===== src/rtl/sb_pkg.sv =====
package sb_pkg;
  localparam int SB_CNT_W = 4;

  typedef enum logic [1:0] {
    OP_SINGLE = 2'd0,
    OP_SPFLT  = 2'd1,
    OP_DPMUL  = 2'd2,
    OP_ALT    = 2'd3
  } opClass_e;

  typedef struct packed {
    logic                issueEn;
    logic                pairMode;
    logic [SB_CNT_W-1:0] resultWait;
    logic [SB_CNT_W-1:0] unitHold;
  } sbStrobe_t;
endpackage


===== src/rtl/sbControl.sv =====
module sbControl
  import sb_pkg::*;
#(
  parameter int SP_SLOTS = 3,
  parameter int DP_SLOTS = 9,
  parameter int DP_HOLD  = 4
) (
  input  logic      issueReq,
  input  opClass_e  opClass,
  input  logic      srcPend,
  input  logic      dstPend,
  input  logic      unitBusy,
  output sbStrobe_t strobe,
  output logic      stall,
  output logic      dataHazard,
  output logic      resConflict,
  output logic      destBusy,
  output logic      issueAck
);
  logic anyBlock;

  always_comb begin
    anyBlock    = srcPend | dstPend | unitBusy;
    dataHazard  = issueReq & srcPend;
    resConflict = issueReq & unitBusy;
    destBusy    = issueReq & dstPend;
    stall       = issueReq & anyBlock;
    issueAck    = issueReq & ~anyBlock;

    strobe.issueEn  = issueAck;
    strobe.pairMode = (opClass == OP_DPMUL);
    unique case (opClass)
      OP_SPFLT: begin
        strobe.resultWait = SB_CNT_W'(SP_SLOTS);
        strobe.unitHold   = '0;
      end
      OP_DPMUL: begin
        strobe.resultWait = SB_CNT_W'(DP_SLOTS);
        strobe.unitHold   = SB_CNT_W'(DP_HOLD - 1);
      end
      default: begin
        strobe.resultWait = '0;
        strobe.unitHold   = '0;
      end
    endcase
  end
endmodule


===== src/rtl/sbDatapath.sv =====
module sbDatapath
  import sb_pkg::*;
#(
  parameter int REG_IDX_W = 5,
  parameter int NUM_UNITS = 8,
  parameter int UNIT_W    = 3
) (
  input  logic                 clk,
  input  logic                 rstN,
  input  sbStrobe_t            strobe,
  input  logic [REG_IDX_W-1:0] srcA,
  input  logic [REG_IDX_W-1:0] srcB,
  input  logic [REG_IDX_W-1:0] dst,
  input  logic [UNIT_W-1:0]    unitSel,
  output logic                 srcPend,
  output logic                 dstPend,
  output logic                 unitBusy
);
  localparam int NUM_REGS = 2 ** REG_IDX_W;

  logic [SB_CNT_W-1:0] regCnt  [NUM_REGS];
  logic [SB_CNT_W-1:0] unitCnt [NUM_UNITS];
  logic [NUM_REGS-1:0]  pendVec;
  logic [NUM_UNITS-1:0] busyVec;
  logic [NUM_REGS-1:0]  maskA, maskB, maskD;

  function automatic logic [NUM_REGS-1:0] selMask(input logic [REG_IDX_W-1:0] idx,
                                                   input logic pair);
    logic [NUM_REGS-1:0] m;
    m = '0;
    if (pair) begin
      m[{idx[REG_IDX_W-1:1], 1'b0}] = 1'b1;
      m[{idx[REG_IDX_W-1:1], 1'b1}] = 1'b1;
    end else begin
      m[idx] = 1'b1;
    end
    return m;
  endfunction

  always_comb begin
    maskA    = selMask(srcA, strobe.pairMode);
    maskB    = selMask(srcB, strobe.pairMode);
    maskD    = selMask(dst, strobe.pairMode);
    srcPend  = |(pendVec & (maskA | maskB));
    dstPend  = |(pendVec & maskD);
    unitBusy = busyVec[unitSel];
  end

  // one result countdown per register
  for (genvar g = 0; g < NUM_REGS; g++) begin : gReg
    assign pendVec[g] = |regCnt[g];
    always_ff @(posedge clk) begin
      if (!rstN)
        regCnt[g] <= '0;
      else if (strobe.issueEn && maskD[g])
        regCnt[g] <= strobe.resultWait;
      else if (pendVec[g])
        regCnt[g] <= regCnt[g] - SB_CNT_W'(1);
    end
  end

  // one occupancy countdown per functional unit
  for (genvar u = 0; u < NUM_UNITS; u++) begin : gUnit
    assign busyVec[u] = |unitCnt[u];
    always_ff @(posedge clk) begin
      if (!rstN)
        unitCnt[u] <= '0;
      else if (strobe.issueEn && unitSel == UNIT_W'(u))
        unitCnt[u] <= strobe.unitHold;
      else if (busyVec[u])
        unitCnt[u] <= unitCnt[u] - SB_CNT_W'(1);
    end
  end
endmodule


===== src/rtl/sbScoreboard.sv =====
module sbScoreboard
  import sb_pkg::*;
#(
  parameter int REG_IDX_W = 5,
  parameter int NUM_UNITS = 8,
  parameter int SP_SLOTS  = 3,
  parameter int DP_SLOTS  = 9,
  parameter int DP_HOLD   = 4
) (
  input  logic                             clk,
  input  logic                             rstN,
  input  logic                             issueReq,
  input  logic [1:0]                       opClass,
  input  logic [$clog2(NUM_UNITS)-1:0]     unitSel,
  input  logic [REG_IDX_W-1:0]             srcA,
  input  logic [REG_IDX_W-1:0]             srcB,
  input  logic [REG_IDX_W-1:0]             dst,
  output logic                             stall,
  output logic                             dataHazard,
  output logic                             resConflict,
  output logic                             destBusy,
  output logic                             issueAck
);
  localparam int UNIT_W = $clog2(NUM_UNITS);

  sbStrobe_t strobe;
  logic srcPend, dstPend, unitBusy;

  sbControl #(
    .SP_SLOTS(SP_SLOTS), .DP_SLOTS(DP_SLOTS), .DP_HOLD(DP_HOLD)
  ) uCtl (
    .issueReq   (issueReq),
    .opClass    (opClass_e'(opClass)),
    .srcPend    (srcPend),
    .dstPend    (dstPend),
    .unitBusy   (unitBusy),
    .strobe     (strobe),
    .stall      (stall),
    .dataHazard (dataHazard),
    .resConflict(resConflict),
    .destBusy   (destBusy),
    .issueAck   (issueAck)
  );

  sbDatapath #(
    .REG_IDX_W(REG_IDX_W), .NUM_UNITS(NUM_UNITS), .UNIT_W(UNIT_W)
  ) uDp (
    .clk     (clk),
    .rstN    (rstN),
    .strobe  (strobe),
    .srcA    (srcA),
    .srcB    (srcB),
    .dst     (dst),
    .unitSel (unitSel),
    .srcPend (srcPend),
    .dstPend (dstPend),
    .unitBusy(unitBusy)
  );
endmodule


===== config.mk =====
export PLATFORM = sky130hd
export DESIGN_NAME = sbScoreboard
export DESIGN_NICKNAME = d
export VERILOG_FILES = /design/src/rtl/sb_pkg.sv /design/src/rtl/sbControl.sv /design/src/rtl/sbDatapath.sv /design/src/rtl/sbScoreboard.sv
export SDC_FILE = /design/constraint.sdc
export NUM_CORES = 1
export LEC_CHECK = 0
export ABC_AREA = 1
export BUFFER_PORTS_ARGS = -buffer_cell sky130_fd_sc_hd__buf_4
export CAP_MARGIN = 10
export CELL_PAD_IN_SITES_DETAIL_PLACEMENT = 0
export CELL_PAD_IN_SITES_GLOBAL_PLACEMENT = 1
export CORE_MARGIN = 2
export CORE_UTILIZATION = 35
export CTS_CLUSTER_DIAMETER = 150
export DETAILED_ROUTE_END_ITERATION = 8
export HOLD_SLACK_MARGIN = 0.08
export PLACE_DENSITY_LB_ADDON = 0.12
export SLEW_MARGIN = 20
export SYNTH_ARGS = -nofsm -noshare
export SYNTH_HDL_FRONTEND = slang
export SYNTH_SLANG_ARGS = --single-unit

===== constraint.sdc =====
create_clock -name clk -period 3.2 [get_ports clk]
set_input_delay 0.64 -clock clk [delete_from_list [all_inputs] [get_ports clk]]
set_output_delay 0.64 -clock clk [all_outputs]
set_load 0.02 [all_outputs]

==> flow_metrics.py <==
metrics = {
    "run_status": {
        "status": "finished, final reports clean",
    },
    "clock_network": {
        "cts_max_level": 4,
        "cts_tree": "yes",
        "path_clk_slew_ns": 0.07,
        "cts_sinks": 160,
        "holdBufCountCts": 0,
        "cts-root-buf": "clkbuf_16",
        "cts_max_path_buffers": 2,
        "cts_buffers": 17,
        "clkLatencyLatePin_ns": 0.45,
    },
    "global_routing": {
        "grt.overflow.total": 0,
        "grt_pass1_wl_mm": 47.49,
        "first_global_vias": 9129,
        "antenna_found_initial": 0,
        "grt_use_total_pct": 17.14,
        "grt_max_degree": 120,
    },
    "floorplan": {
        "initial_core_util_pct": 35.49,
        "rows": 67,
        "core_um2": 33450,
        "dieWidth_um": 188.2,
        "io-pin-count": 28,
        "die_area_um2": 35400,
        "die_h_um": 188.2,
    },
    "power_and_ir_drop": {
        "ir_worst_vdd_mv": 0.4255,
        "leakage_nw": 6.337,
        "power_mw": 10.76,
        "power.density_nw_per_um2": 786.9,
    },
    "synthesis": {
        "synthAdderAreaFrac_pct": 7.695,
        "yosys-top-cells-area": "edfxtp_1, nand2_1, ha_1, inv_1, nor2_1",
        "seq_area_frac_synth_pct": 40.48,
        "syn_area_um2": 11870,
        "muxShareOfSynthArea_pct": 0.08433,
        "syn_inst": 1524,
        "synth_compound_area_share_pct": 4.364,
        "synth_warnings": 0,
        "synth-simple-area-share_pct": 32.74,
        "synth_nets": 1620,
        "synth-xor-area-share_pct": 5.755,
        "yosys.area.top_type": "edfxtp_1",
        "synth_area_per_cell_um2": 7.789,
        "synth_top_area_share_pct": 40.48,
        "synth_top_family_by_area": "simple AND/OR/NAND/NOR gates",
        "ys_ff_latch": 160,
        "ys_types": 33,
    },
    "setup_path": {
        "arrival_ns": 2.49,
        "worstSetupStartpoint": "opClass[0]",
        "crit_type": "in2out",
        "required_ns": 2.56,
        "slowest_delay_ns": 0.28,
        "start_kind": "primary input",
        "cpMostUsedCell": "nor3_4",
        "crit_fanout": 6,
        "worstReg2RegStart": "uDp.regCnt[0][0]",
        "crit_chain": "buf_8, inv_4, ha_4, nor2_4, buf_4, nor2_1, nand2_1, nand4_1, nor3_4, nand3_4, nor3_4, buf_6",
        "cpMaxStageDelayCell": "nor3_4",
        "end_kind": "output port",
    },
    "timing": {
        "finClkSkew_ns": 0.01650,
        "fin_ws_ns": 0.07153,
        "hold_ws_ns": 0.6088,
        "fin_crit_ns": 3.128,
        "max_freq_mhz": 319.6,
        "final-setup-viol-count": 0,
        "final.period_utilization_pct": 97.76,
        "rsz0062_at_grt": "true",
        "slew_violations": 0,
        "relSlewSlack_pct": 32.54,
        "final_hold_viol_count": 0,
        "setup-tns-final_ns": 0,
        "tightest_slew_ns": 1.012,
    },
    "placement": {
        "place_congestion": 0.7656,
        "preCtsSetupSlack_ns": -0.05348,
        "dp_cells": 2005,
        "placed_cell_area_um2": 12890,
        "port_buffers": 27,
        "dp_hpwl_mm": 21.52,
    },
    "layout": {
        "area_growth_syn_to_layout_pct": 15.22,
        "fin_cells": 2043,
        "layout-drive-gt1-share_pct": 14.04,
        "antenna_cells": 0,
        "layout_commonest_cell": "nand2_1",
        "final_cell_mix": "nand2_1, inv_1, nor2_1",
        "final_util_pct": 40.89,
        "final_nets": 1678,
        "ff_latch_area_um2": 4805,
        "multiInputGateArea_um2": 6145,
        "fill_cells": 3479,
        "fin_area_um2": 13680,
    },
    "route": {
        "wl_per_cell_um": 14.45,
        "drt_first_iter_violations": 597,
        "ant_nets": 0,
        "wl_mm": 29.52,
        "viasPerCell": 4.655,
        "firstDrtPassIters": 4,
        "drc": 0,
        "via_count": 9511,
    },
    "hold_path": {
        "hp-start": "unitSel[2]",
        "hold_path_class": "in2reg",
    },
    "flow_run": {
        "maxCapViolCount": 0,
    },
}
==> worst max-delay path: cells and delay by family <==
kind          cells  cell delay [ns]
buf+inv           4             0.43
simple gates      7             1.21
fa+ha+maj         1             0.20
==> registers in the layout, indices dropped and copies added, names as in the netlist <==
signal	flops
uDp.unitCnt	32
uDp.regCnt	128
==> cell type report <==
cell class	instances	share of cell area, %
flip-flops and latches	160	35.13
inverters	214	5.891
multi-input cells	1102	44.93
clock buffers	18	3.138
repair buffers	87	5.654
well taps	448	4.098
clock inverters	14	1.162
==> routing by layer <==
metal	GRT usage (%)	share of wire, %	vias up
met5	0	0	-
met4	4.452	1.1	0
met3	3.088	3.3	14
met2	27.79	46	129
met1	23.55	50	4393
li1	-	-	4975
==> worst paths after layout <==
| check | end | slack [ns] | cells after the start |
|---|---|---|---|
| min reg2reg | uDp.regCnt[1][50] | 0.63 | 2 |
| max | issueAck | 0.07 | 12 |
| max reg2reg | uDp.regCnt[1][17] | 0.43 | 14 |
| min | uDp.unitCnt[1][12] | 0.61 | 3 |
==> logic make-up (layout without fill, tap and decap cells) <==
kind of cell	Yosys count	in the layout
compound gates	86	86
xor+xnor	78	78
fa+ha+maj	73	73
buf+inv	262	333
flops	160	160
mux	1	1
simple gates	864	864
==> power breakdown <==
group	leakage, nW	internal (mW)	switching [mW]
clock network	0.271	1.16	0.919
registers	1.72	3.66	0.520
logic	4.35	1.81	2.69
total	6.34	6.63	4.13
==> Yosys cell counts <==
cell type and n:
buf_1 18, nor2_2 2, ha_1 73, xnor2_1 44, nor3_1 23, edfxtp_1 160
nand4_1 6, buf_6 5, a21oi_1 4, inv_1 211, buf_8 1, o21ai_1 4
nor2_8 1, buf_2 9, nor2_4 32, nand3_2 6, nand2_4 1, nor3b_1 4
clkbuf_1 12, nand3_1 130, mux2i_1 1, nand2_2 1, or2_2 35, inv_2 3
nor3_2 2, nor2_1 193, nor3_4 1, xor2_1 34, buf_4 3, o211ai_1 32
o2111ai_1 2, o21ai_0 44, nand2_1 427
==> what timing repair did <==
| item | CTS | global route |
|---|---|---|
| setup endpoints to repair | 2 | 3 |
| setup buffers | 0 | 5 |
| resized for setup | 5 | 30 |
| pin swaps | 1 | 9 |
| cloned | 0 | 1 |
No activity file was read; power rests on OpenSTA's default activity.
